[src/rtl/uirq_pkg.sv]
package uirq_pkg;

  // Receive fill level selected by a 3-bit code for a given FIFO depth.
  function automatic int unsigned rx_level(input logic [2:0] code, input int unsigned depth);
    int unsigned lvl;
    case (code)
      3'd0:    lvl = 1;
      3'd1:    lvl = depth / 4;
      3'd2:    lvl = depth / 2;
      3'd3:    lvl = (3 * depth) / 4;
      3'd4:    lvl = (7 * depth) / 8;
      default: lvl = depth;
    endcase
    return lvl;
  endfunction

  // Minimum number of free transmit positions for a 2-bit code.
  function automatic int unsigned tx_need(input logic [1:0] code, input int unsigned depth);
    int unsigned n;
    case (code)
      2'd0:    n = depth;
      2'd1:    n = depth / 4;
      2'd2:    n = depth / 2;
      default: n = 1;
    endcase
    return n;
  endfunction

endpackage

[src/rtl/uirq_rx_level.sv]
module uirq_rx_level #(
  parameter int unsigned DEPTH_SMALL = 8,
  parameter int unsigned DEPTH_LARGE = 256,
  parameter int unsigned FILL_W      = 9
) (
  input  logic [FILL_W-1:0] rx_fill,
  input  logic [2:0]        code,
  input  logic              deep_sel,
  output logic              level_hit
);
  import uirq_pkg::*;

  logic [FILL_W-1:0] lvl_small, lvl_large, lvl_sel;

  always_comb begin
    lvl_small = FILL_W'(rx_level(code, DEPTH_SMALL));
    lvl_large = FILL_W'(rx_level(code, DEPTH_LARGE));
    lvl_sel   = deep_sel ? lvl_large : lvl_small;
    level_hit = (rx_fill >= lvl_sel);
  end
endmodule

[src/rtl/uirq_tx_level.sv]
module uirq_tx_level #(
  parameter int unsigned DEPTH_SMALL = 8,
  parameter int unsigned DEPTH_LARGE = 256,
  parameter int unsigned FILL_W      = 9
) (
  input  logic [FILL_W-1:0] tx_fill,
  input  logic [1:0]        code,
  input  logic              deep_sel,
  input  logic              tx_en,
  output logic              tx_req
);
  import uirq_pkg::*;

  localparam logic [FILL_W-1:0] DS = FILL_W'(DEPTH_SMALL);
  localparam logic [FILL_W-1:0] DL = FILL_W'(DEPTH_LARGE);

  logic [FILL_W-1:0] free_cnt, need;

  always_comb begin
    free_cnt = (deep_sel ? DL : DS) - tx_fill;
    need     = deep_sel ? FILL_W'(tx_need(code, DEPTH_LARGE))
                        : FILL_W'(tx_need(code, DEPTH_SMALL));
    tx_req   = tx_en && (free_cnt >= need);
  end
endmodule

[src/rtl/uirq_rx_wdog.sv]
module uirq_rx_wdog #(
  parameter int unsigned WD_TICKS = 64
) (
  input  logic clk,
  input  logic rst_n,
  input  logic fill_nz,
  input  logic access,
  input  logic tick,
  input  logic en,
  output logic flag
);
  localparam int unsigned CW = $clog2(WD_TICKS);
  localparam logic [CW-1:0] LAST = CW'(WD_TICKS - 1);

  logic [CW-1:0] cnt;
  logic          clear_ev;
  logic          adv_ev;
  logic          expire_ev;

  assign clear_ev  = access || !en;
  assign adv_ev    = !clear_ev && fill_nz && tick && !flag;
  assign expire_ev = adv_ev && (cnt == LAST);

  always_ff @(posedge clk) begin
    if (!rst_n) begin
      cnt  <= '0;
      flag <= 1'b0;
    end else if (clear_ev) begin
      cnt  <= '0;
      flag <= 1'b0;
    end else if (!fill_nz) begin
      cnt  <= '0;
    end else if (expire_ev) begin
      cnt  <= '0;
      flag <= 1'b1;
    end else if (adv_ev) begin
      cnt  <= cnt + 1'b1;
    end
  end


  access_clears_chk: assert property (@(posedge clk) disable iff (!rst_n)
    access |=> (!flag && cnt == '0));

  idle_hold_chk: assert property (@(posedge clk) disable iff (!rst_n)
    (!fill_nz || !en) |=> (cnt == '0));

  flag_rise_chk: assert property (@(posedge clk) disable iff (!rst_n)
    $rose(flag) |-> $past(tick && en && fill_nz && !access));

  flag_hold_chk: assert property (@(posedge clk) disable iff (!rst_n)
    (flag && en && !access) |=> flag);
endmodule

[src/rtl/uirq_ctrl.sv]
module uirq_ctrl #(
  parameter int unsigned DEPTH_SMALL = 8,
  parameter int unsigned DEPTH_LARGE = 256,
  parameter int unsigned WD_TICKS    = 64,
  parameter int unsigned FILL_W      = $clog2(DEPTH_LARGE + 1)
) (
  input  logic              clk,
  input  logic              rst_n,
  input  logic [FILL_W-1:0] rx_fill,
  input  logic [FILL_W-1:0] tx_fill,
  input  logic              rx_access,
  input  logic              bit_tick,
  input  logic              tx_en,
  input  logic              deep_sel,
  input  logic              wdog_en,
  input  logic              rx_code_hi,
  input  logic [1:0]        rx_code_lo,
  input  logic [1:0]        tx_code,
  output logic              rx_irq,
  output logic              tx_irq,
  output logic              wdog_flag
);
  logic [2:0] rx_code;
  logic       rx_hit;
  logic       rx_nz;

  assign rx_code = {rx_code_hi, rx_code_lo};
  assign rx_nz   = (rx_fill != '0);

  uirq_rx_level #(.DEPTH_SMALL(DEPTH_SMALL), .DEPTH_LARGE(DEPTH_LARGE), .FILL_W(FILL_W))
    u_rxl (.rx_fill(rx_fill), .code(rx_code), .deep_sel(deep_sel), .level_hit(rx_hit));

  uirq_tx_level #(.DEPTH_SMALL(DEPTH_SMALL), .DEPTH_LARGE(DEPTH_LARGE), .FILL_W(FILL_W))
    u_txl (.tx_fill(tx_fill), .code(tx_code), .deep_sel(deep_sel), .tx_en(tx_en),
           .tx_req(tx_irq));

  uirq_rx_wdog #(.WD_TICKS(WD_TICKS))
    u_wd (.clk(clk), .rst_n(rst_n), .fill_nz(rx_nz), .access(rx_access),
          .tick(bit_tick), .en(wdog_en), .flag(wdog_flag));

  assign rx_irq = rx_hit || wdog_flag;


  tx_gate_chk: assert property (@(posedge clk) disable iff (!rst_n)
    !tx_en |-> !tx_irq);

  wd_forces_chk: assert property (@(posedge clk) disable iff (!rst_n)
    wdog_flag |-> rx_irq);

  rx_empty_chk: assert property (@(posedge clk) disable iff (!rst_n)
    (!rx_nz && !wdog_flag) |-> !rx_irq);

  tx_loaded_chk: assert property (@(posedge clk) disable iff (!rst_n)
    (tx_code == 2'd0 && tx_fill != '0) |-> !tx_irq);
endmodule

[config.mk]
export PLATFORM = sky130hd
export DESIGN_NAME = uirq_ctrl
export DESIGN_NICKNAME = d
export VERILOG_FILES = /design/src/rtl/uirq_pkg.sv /design/src/rtl/uirq_rx_level.sv /design/src/rtl/uirq_tx_level.sv /design/src/rtl/uirq_rx_wdog.sv /design/src/rtl/uirq_ctrl.sv
export SDC_FILE = /design/constraint.sdc
export NUM_CORES = 1
export LEC_CHECK = 0
export BUFFER_PORTS_ARGS = -buffer_cell sky130_fd_sc_hd__buf_2
export CORE_ASPECT_RATIO = 1.4
export CORE_MARGIN = 3
export CORE_UTILIZATION = 54
export CTS_CLUSTER_SIZE = 30
export DETAILED_ROUTE_END_ITERATION = 16
export PLACE_DENSITY = 0.84
export RECOVER_POWER = 50
export SLEW_MARGIN = 20
export SYNTH_ARGS = -nofsm -noshare
export SYNTH_HDL_FRONTEND = slang
export SYNTH_SLANG_ARGS = --single-unit
[constraint.sdc]
create_clock -name clk -period 6.4 [get_ports clk]
set_input_delay 1.28 -clock clk [delete_from_list [all_inputs] [get_ports clk]]
set_output_delay 1.28 -clock clk [all_outputs]
set_load 0.005 [all_outputs]
==> impl_metrics.csv, run 1 <==
group,metric,value,unit
sta,tightest_slew,0.6439,ns
power,pwr-share-clk,27.9,%
yosys,synth_edf_count,0,
job,cap_violations,0,
detailed_routing,dr.pass1.iters,4,
setup_path,arrival,3.53,ns
clocking,cts-hold-fix-buffers,0,
grt,grt_pass1_wl,3.829,mm
yosys,synth_nets,171,
power,comb_power_share,41.3,%
setup_path,critPathRequiredTime,5.12,ns
yosys,synth-seq-cells,7,
power,swShare,32.37,%
setup_path,crit_path_start_kind,"input port",
sta,post-route-period-util,75.19,%
detailed_routing,drc,0,
sta,fin_setup_tns,0,ns
detailed_routing,routed_wl,2.204,mm
grt,grt_max_degree,10,
floorplan,die_h,57.13,µm
sta,fin_crit,4.812,ns
detailed_routing,drt_iter0_drc,12,
finish,multi_input_area,818.3,µm²
clocking,cts-resized-gates,0,
sta,fmax,0.2078,GHz
power,power_switching,0.04597,mW
yosys,syn_area,1008,µm²
finish,regArea,140.1,µm²
sta,slew_violations,0,
clocking,clkTransAtPathRegs,0.05,ns
floorplan,die-area,2429,µm²
setup_path,r2r_slack,5.12,ns
floorplan,row_count,17,
yosys,ys_seq_area_share,13.90,%
clocking,cts_root_buffer,"clkbuf_4",
sta,fin_worst_skew,0.003690,ns
clocking,cts_made_buffers,3,
yosys,avgSynthCellArea,8.199,µm²
floorplan,core,1659,µm²
yosys,synth_cell_types,35,
sta,max-slew-margin-rel,56.68,%
finish,fin_util,72.10,%
placed_design,dpl.hpwl,1.861,mm
grt,grt_remaining_overflow,0,
sta,setup_viol,0,
clocking,htreeDepth,1,
power,power.density,118.7,nW/µm²
clocking,clock-sinks,7,
detailed_routing,via_per_inst,5.802,
sta,hold_violations,0,
power,design_power_total,0.1420,mW
yosys,ys.flop_type,"dfxtp_1",
floorplan,io_pins,33,
placed_design,port_buffers,32,
grt,antenna_found_initial,0,
clocking,clk_path_buf_depth,2,
hold_path,holdCritPathClass,"reg -> reg",
yosys,yosys_warnings,0,
floorplan,start_util,60.78,%
finish,final_cell_mix,"30 x buf_2, 18 x ha_1, 15 x nor2_1",
grt,track_usage,19.68,%
sta,rsz0062_at_grt,"false",
grt,first_global_vias,976,
clocking,cts_setup_buffers,0,
finish,final_common_cell,"buf_2",
finish,drive_above_1_share,25.32,%
clocking,cts_tree,"done",
detailed_routing,post_drt_wl_per_cell,12.45,µm
clocking,insertion_delay,0.25,ns
finish,fill_cells,128,
finish,fin_nets,207,
finish,area_growth,18.61,%
power,p_int,0.09606,mW
yosys,syn_inst,123,
setup_path,end_kind,"primary output",
yosys,synth_async_sr_flop_share,0,%
power,ir_drop,69.62,µV
setup_path,cp_max_fo,9,
placed_design,place_congestion,0.7546,
power,leakage,0.5276,nW
detailed_routing,vias,1027,
finish,antenna_cells,0,
setup_path,crit_type,"in -> out",
power,p_seq_share,30.9,%
floorplan,die_x,42.53,µm
run_status,status,"finished, final reports clean",
detailed_routing,ant_nets,0,
## state kept, by name, indices dropped and copies added (netlist names)
signal     count
u_wd.cnt       6
u_wd.flag      1
## final timing paths
check / from / end / cells after the start
worst max-delay path: deep_sel / tx_irq / 12
worst max register to register: u_wd.flag / u_wd.cnt[3] / 5
worst min register to register: u_wd.cnt[4] / u_wd.cnt[4] / 2
worst min-delay path: u_wd.cnt[4] / u_wd.cnt[4] / 2
## cell usage after synthesis, drive strengths merged, types with 3 or more instances
cell	number	area share (%)
ha	18	22
nor2	15	5.6
inv	8	3.0
a21o	7	5.2
dfxtp	7	14
nand3	7	3.5
xnor2	6	5.2
a21oi	5	2.5
nand2b	5	3.1
o21ai	5	2.5
xor2	5	4.3
nand2	4	1.5
nand4	4	2.5
nor3	3	2.5
nor4	3	3.3
## per-stage QoR
step | std cells | instance area (µm²) | setup slack, ns | hold slack (ns)
finish | 177 | 1196 | 1.588 | 0.5085
global route | 177 | 1196 | 1.406 | 0.5591
CTS | 177 | 1214 | 1.633 | 0.5188
detailed placement | 173 | 1187 | 1.632 | 0.5059
global placement | 173 | 1187 | 1.749 | 0.4904
floorplan | 123 | 1008 | 1.956 | 0.4722
## kinds of logic (layout without fill, tap and decap cells)
group,after synthesis,count (layout),share of synthesized area (%)
xor+xnor,11,11,9.553
buf+inv,9,44,3.474
fa+ha+maj,18,18,22.33
compound gates,26,26,18.73
simple gates,50,50,30.02
flops,7,7,13.90
mux,2,2,1.985
## critical path: stages
cell and delay (ns):
buf_2 0.18, inv_1 0.14, ha_1 0.35, nand2_1 0.06
nor2_1 0.21, o21ai_0 0.15, xnor2_1 0.16, ha_1 0.31
a211o_1 0.31, nor3_1 0.17, a21oi_1 0.09, buf_2 0.13
## power groups by stage
stage / clock, mW / sequential [mW] / combinational (mW)
4_1_cts: 0.0416 / 0.0438 / 0.0598
3_5_place_dp: 0 / 0.0447 / 0.0594
2_1_floorplan: 0 / 0.0447 / 0.0364
3_3_place_gp: 0 / 0.0447 / 0.0564
5_1_grt: 0.0448 / 0.0437 / 0.0668
6_report: 0.0396 / 0.0438 / 0.0586
## final cells by class
class                      instances  share of cell area, %
clock buffer                       4                  2.197
tap                               19                  1.987
multi-input combinational        107                  68.41
timing repair buffer              32                  13.18
sequential                         7                  11.72
inverter                           8                  2.510
## metal layers
metal / track usage, % / vias to the layer above / routed length [µm]
li1: - / 525 / -
met1: 21.76 / 461 / 890
met2: 37.25 / 39 / 1170
met3: 2.839 / 2 / 124
met4: 6.667 / 0 / 17
met5: 0 / - / 0
Power figures use the tool's default switching activity.
==> inputs of run 2 (changes only) <==
--- a/config.mk
+++ b/config.mk
@@ -5,13 +5,14 @@
 export SDC_FILE = /design/constraint.sdc
 export NUM_CORES = 1
 export LEC_CHECK = 0
+export ABC_AREA = 1
 export BUFFER_PORTS_ARGS = -buffer_cell sky130_fd_sc_hd__buf_2
 export CORE_ASPECT_RATIO = 1.4
 export CORE_MARGIN = 3
-export CORE_UTILIZATION = 54
+export CORE_UTILIZATION = 51
 export CTS_CLUSTER_SIZE = 30
 export DETAILED_ROUTE_END_ITERATION = 16
-export PLACE_DENSITY = 0.84
+export PLACE_DENSITY = 0.79
 export RECOVER_POWER = 50
 export SLEW_MARGIN = 20
 export SYNTH_ARGS = -nofsm -noshare
==> constraint.sdc (replaced) <==
create_clock -name clk -period 4.72 [get_ports clk]
set_input_delay 0.944 -clock clk [delete_from_list [all_inputs] [get_ports clk]]
set_output_delay 0.944 -clock clk [all_outputs]
set_load 0.005 [all_outputs]
==> run 2 against run 1 <==
Compared with the run above: sequential share of layout area fell by 0.81 points; sequential power rose by 36%; clock skew fell by 0.0021 ns; power rose by 44%; hold slack got worse by 0.014 ns; flip-flop and latch count did not move; routed wire length rose by 10%; synthesized cell count rose by 44%; synthesized area rose by 8.7%; count of clock-buffer cells in the layout did not move; highest routed layer unchanged.
==> impl_metrics.csv, run 2 <==
group,metric,value,unit
run_status,status,"finished, final reports clean",
yosys,netlist.area_leader.share,20.55,%
floorplan,die-area,2749,µm²
detailed_routing,drc,0,
placed_design,dpl.hpwl,2.175,mm
detailed_routing,via_per_inst,5.163,
finish,regMostFlops,"u_wd.cnt",
grt,track_usage,19.75,%
setup_path,crit_type,"in -> out",
clocking,cts-resized-gates,0,
clocking,cts_root_buffer,"clkbuf_4",
power,swShare,36.07,%
power,power.density,159.5,nW/µm²
clocking,cts_made_buffers,3,
sta,hold_violations,0,
power,power_switching,0.07392,mW
yosys,synth_nets,225,
yosys,synth.area.top_cells,"ha_1 21%, nand2_1 13%, dfxtp_1 13%, inv_1 10%, nand3_1 7.3%",
finish,area_growth,17.24,%
yosys,synth-seq-cells,7,
yosys,avgSynthCellArea,6.192,µm²
finish,fin_area,1285,µm²
setup_path,arrival,3.04,ns
setup_path,end_kind,"primary output",
clocking,cts_tree,"done",
yosys,synth_edf_count,0,
finish,drive_above_1_share,20.28,%
finish,final_cell_mix,"40 x nand2_1, 32 x buf_2, 31 x inv_1",
setup_path,path_delay_family,"adder cells",
sta,fmax,0.2513,GHz
sta,post-route-period-util,84.32,%
sta,fin_setup_tns,0,ns
power,comb_power_share,43.9,%
detailed_routing,post_drt_wl_per_cell,10.41,µm
power,leakage,0.6946,nW
sta,setup_viol,0,
clocking,clock-sinks,7,
finish,fin_nets,261,
power,pwr-share-clk,27.1,%
setup_path,crit_chain,"buf_2 > clkinv_1 > ha_1 > inv_1 > xor2_1 > ha_1 > nand2_1 > nor2_1 > a21oi_1 > nand2_1 > nor2_1 > nand2_1 > nand2_1 > nand2_1 > nand2_1 > a21oi_1 > buf_2",
detailed_routing,drt_iter0_drc,16,
sta,fin_crit,3.980,ns
placed_design,place_congestion,0.8178,
sta,tightest_slew,0.2740,ns
setup_path,slowest_stage,"ha_1",
sta,rsz0062_at_grt,"false",
power,ir_drop,79.32,µV
finish,top_regs,"u_wd.cnt: 6 flops, u_wd.flag: 1 flops",
power,p_seq_share,29.0,%
setup_path,max_stage_delay,0.36,ns
yosys,synth_commonest_cells,"39 x nand2_1, 30 x inv_1, 21 x nor2_1",
detailed_routing,vias,1203,
floorplan,row_count,19,
hold_path,holdCritPathClass,"reg -> reg",
yosys,ys_seq_area_share,12.79,%
grt,antenna_found_initial,0,
job,cap_violations,0,
setup_path,cpMostUsedCell,"nand2_1",
yosys,synth_async_sr_flop_share,0,%
clocking,clkTransAtPathRegs,0.05,ns
floorplan,io_pins,33,
setup_path,critPathRequiredTime,3.78,ns
finish,final_common_cell,"nand2_1",
finish,largest_reg_flops,6,
setup_path,crit_path_start_kind,"input port",
sta,fin_worst_skew,0.001622,ns
finish,antenna_cells,0,
power,p_int,0.1310,mW
yosys,synth_area_leader_cell,"ha_1",
clocking,cts-hold-fix-buffers,0,
yosys,synth_cell_types,26,
yosys,yosys_warnings,0,
setup_path,cp_max_fo,9,
floorplan,start_util,54.89,%
floorplan,die_x,45.18,µm
grt,first_global_vias,1184,
grt,grt_remaining_overflow,0,
detailed_routing,dr.pass1.iters,4,
yosys,syn_inst,177,
sta,slew_violations,0,
floorplan,die_h,60.85,µm
yosys,syn_area,1096,µm²
clocking,cts_setup_buffers,0,
clocking,insertion_delay,0.26,ns
setup_path,crit_buf_inv,4,
grt,grt_max_degree,10,
yosys,post-synth-top-count-cell,"nand2_1",
detailed_routing,routed_wl,2.425,mm
placed_design,placed_area,1277,µm²
floorplan,core,1997,µm²
detailed_routing,ant_nets,0,
placed_design,port_buffers,32,
sta,max-slew-margin-rel,81.69,%
yosys,ys.flop_type,"dfxtp_1",
clocking,htreeDepth,1,
grt,grt_pass1_wl,4.167,mm
clocking,clk_path_buf_depth,2,
==> run 2: cell count changes after synthesis, sizes merged, moves of 4 or more <==
cell / previous run / this run
a21o: 7 / 0
inv: 8 / 31
nor3: 3 / 7
nand2: 4 / 41
nand3: 7 / 16
nor2: 15 / 24
nand2b: 5 / 0
a21oi: 5 / 9
==> run 2: final timing paths <==
path	depth (start not counted)	start	slack [ns]	end
setup / recovery	17	deep_sel	0.74	tx_irq
hold / removal	2	u_wd.cnt[1]	0.49	u_wd.cnt[1]
setup reg to reg	8	u_wd.flag	3.42	u_wd.cnt[5]
hold reg to reg	2	u_wd.cnt[1]	0.49	u_wd.cnt[1]
==> run 2: logic make-up after synthesis <==
group                      count (synthesis)  share of synthesized area (%)
xor gates and xnor gates                   7                          5.594
and+or+nand+nor                           95                          41.32
adders and majority gates                 18                          20.55
AOI/OAI and AO/OA                         17                          8.334
DFF                                        7                          12.78
buffers and inverters                     33                          11.41
==> run 2: worst min-delay path, stage by stage (launching register included) <==
cell     delay, ns
dfxtp_1       0.32
nand2_1       0.06
a21oi_1       0.06
==> run 2: cell type report <==
type	count	area (µm²)
clock buffers	4	26.28
well taps	21	26.28
multi-input cells	137	812.0
inverters	32	120.1
flip-flops and latches	7	140.1
fillers	208	711.9
repair buffers	32	160.2
==> run 2: per-stage QoR <==
stage,hold slack [ns],cells,setup WS (ns),total power [mW],utilization (%)
final,0.4943,233,0.7401,0.2049,64.35
after global routing,0.5270,233,0.4421,0.2223,64.35
after CTS,0.4942,233,0.7586,0.2071,65.29
after detailed placement,0.4864,229,0.7595,0.1512,63.97
after global placement,0.4750,229,0.8369,0.1457,63.97
after floorplan,0.4606,177,1.102,0.1201,-
==> run 2: power by group through the flow <==
stage | logic (mW) | registers, mW | clock network (mW)
6_report | 0.0900 | 0.0594 | 0.0555
5_1_grt | 0.105 | 0.0593 | 0.0584
3_5_place_dp | 0.0906 | 0.0606 | 0
2_1_floorplan | 0.0595 | 0.0606 | 0
3_3_place_gp | 0.0851 | 0.0606 | 0
4_1_cts | 0.0911 | 0.0594 | 0.0566
==> run 2: layer usage <==
layer / track usage [%] / up-vias / part of all wire [%]
met5: 0 / - / 0
met4: 10.46 / 0 / 2.2
met3: 1.484 / 7 / 2.4
met2: 40.89 / 19 / 57
met1: 17.84 / 541 / 38
li1: - / 636 / -
==> inputs of run 3 (changes only) <==
==> constraint.sdc (replaced) <==
create_clock -name clk -period 3.8 [get_ports clk]
set_input_delay 0.76 -clock clk [delete_from_list [all_inputs] [get_ports clk]]
set_output_delay 0.76 -clock clk [all_outputs]
set_load 0.005 [all_outputs]
==> run 3 against run 2 <==
Compared with the run above: power increased by 26%; flip-flop and latch count unchanged; critical path depth unchanged; largest cell class unchanged; critical endpoint unchanged; global-route usage increased by 0.42 points; final cell count increased by 0.86%; largest power group unchanged; via count increased by 1.2%; combinational power increased by 26%; design area increased by 1.5%; sequential share of layout area decreased by 0.16 points; setup slack got worse by 0.48 ns; first-iteration DRC count increased by 110%.
==> impl_metrics.csv, run 3 (synthesis results as in run 2) <==
group,metric,value,unit
run_status,status,"finished, final reports clean",
sta,hold_violations,0,
grt,grt_pass1_wl,4.243,mm
power,p_seq_share,28.6,%
setup_path,cp_max_fo,9,
detailed_routing,routed_wl,2.432,mm
placed_design,dp_slack,0.2166,ns
finish,fill_cells,202,
sta,tightest_slew,0.2873,ns
grt,antenna_found_initial,0,
power,power.density,197.7,nW/µm²
finish,regArea,140.1,µm²
clocking,cts_tree,"done",
sta,max-slew-margin-rel,80.80,%
power,design_power_total,0.2578,mW
finish,regMostFlops,"u_wd.cnt",
sta,post-route-period-util,93.28,%
setup_path,timing.rr.start,"u_wd.flag",
detailed_routing,ant_nets,0,
floorplan,die_x,45.18,µm
finish,final_cells,235,
grt,first_global_vias,1134,
finish,fin_nets,263,
setup_path,end_kind,"primary output",
finish,drive_above_1_share,21.96,%
clocking,cts-hold-fix-buffers,0,
power,comb_power_share,43.9,%
detailed_routing,dr.pass1.iters,4,
power,swShare,36.32,%
finish,largest_reg_flops,6,
power,leakage,0.7007,nW
detailed_routing,drt_iter0_drc,34,
placed_design,port_buffers,32,
hold_path,holdCritPathClass,"reg -> reg",
finish,antenna_cells,0,
finish,top_regs,"u_wd.cnt: 6 flops, u_wd.flag: 1 flops",
finish,final_common_cell,"nand2_1",
clocking,htreeDepth,1,
floorplan,row_count,19,
finish,final_cell_mix,"40 x nand2_1, 32 x buf_2, 30 x inv_1",
power,p_int,0.1642,mW
placed_design,place_congestion,0.8179,
grt,grt_remaining_overflow,0,
clocking,clk_path_buf_depth,2,
grt,grt_max_degree,10,
sta,fin_ws,0.2555,ns
clocking,insertion_delay,0.26,ns
finish,multi_input_area,812.0,µm²
sta,fin_worst_skew,0.004216,ns
clocking,cts_root_buffer,"clkbuf_4",
clocking,cts_made_buffers,3,
sta,fmax,0.2821,GHz
hold_path,holdCritStartpoint,"u_wd.cnt[1]",
floorplan,start_util,54.89,%
finish,fin_area,1304,µm²
setup_path,cp-startpoint,"deep_sel",
grt,track_usage,20.17,%
sta,slew_violations,0,
floorplan,core,1997,µm²
sta,setup_viol,0,
setup_path,crit_type,"in -> out",
power,power_switching,0.09363,mW
sta,fin_crit,3.544,ns
setup_path,crit_path_start_kind,"input port",
floorplan,die_h,60.85,µm
placed_design,placed_cells,229,
detailed_routing,post_drt_wl_per_cell,10.35,µm
placed_design,placed_area,1277,µm²
floorplan,io_pins,33,
detailed_routing,drc,0,
sta,fin_setup_tns,0,ns
placed_design,dpl.hpwl,2.172,mm
floorplan,die-area,2749,µm²
finish,area_growth,18.95,%
clocking,clkTransAtPathRegs,0.05,ns
setup_path,arrival,2.78,ns
detailed_routing,via_per_inst,5.183,
power,ir_drop,111.0,µV
detailed_routing,vias,1218,
clocking,clock-sinks,7,
job,cap_violations,0,
power,pwr-share-clk,27.5,%
setup_path,critPathRequiredTime,3.04,ns
[run 3: through the flow]
step / hold WS [ns] / util (%)
2_1_floorplan: 0.4606 / -
3_3_place_gp: 0.4750 / 63.97
3_5_place_dp: 0.4851 / 63.97
4_1_cts: 0.4928 / 65.29
5_1_grt: 0.5193 / 65.29
6_report: 0.4906 / 65.29
[run 3: power by group through the flow]
stage               clock network (mW)  logic (mW)  registers, mW
detailed placement                   0       0.112         0.0753
finish                          0.0708       0.113         0.0737
global placement                     0       0.106         0.0753
global route                    0.0754       0.133         0.0737
floorplan                            0      0.0739         0.0752
CTS                             0.0715       0.113         0.0737
[run 3: worst paths after layout]
check	to	cells after the start	slack [ns]
min reg2reg	u_wd.cnt[1]	2	0.49
max reg2reg	u_wd.cnt[5]	8	2.47
min	u_wd.cnt[1]	2	0.49
max	tx_irq	17	0.26
[run 3: final cells by class]
type	count	share of cell area, %
Inverter	32	9.501
Sequential cell	7	10.75
Tap cell	21	2.015
Clock buffer	4	2.015
Timing Repair Buffer	34	13.44
Multi-Input combinational cell	137	62.28
[run 3: worst max-delay path, cell delays in order]
cell        delay, ns
buf_2            0.20
clkinvlp_4       0.17
ha_1             0.32
inv_1            0.06
xor2_1           0.16
ha_1             0.32
nand2_1          0.07
nor2_1           0.04
a21oi_1          0.11
nand2_1          0.08
nor2_1           0.09
nand2_1          0.06
nand2_1          0.07
nand2_1          0.05
nand2_1          0.05
a21oi_1          0.05
buf_2            0.12
[run 3: timing repair]
item                       in CTS  in global routing
gates resized for setup         0                  1
buffers inserted                0                  2
hold endpoints to repair        0                  0
setup endpoints to repair       0                  1
[run 3: metal layers]
metal  part of all wire, %  wire (µm)  vias up  track usage (%)
met2                    56       1369       27            40.49
met4                   1.5         36        0            7.113
li1                      -          -      643                -
met1                    39        948      544            20.14
met5                     0          0        -                0
met3                   3.2         77        4            2.671
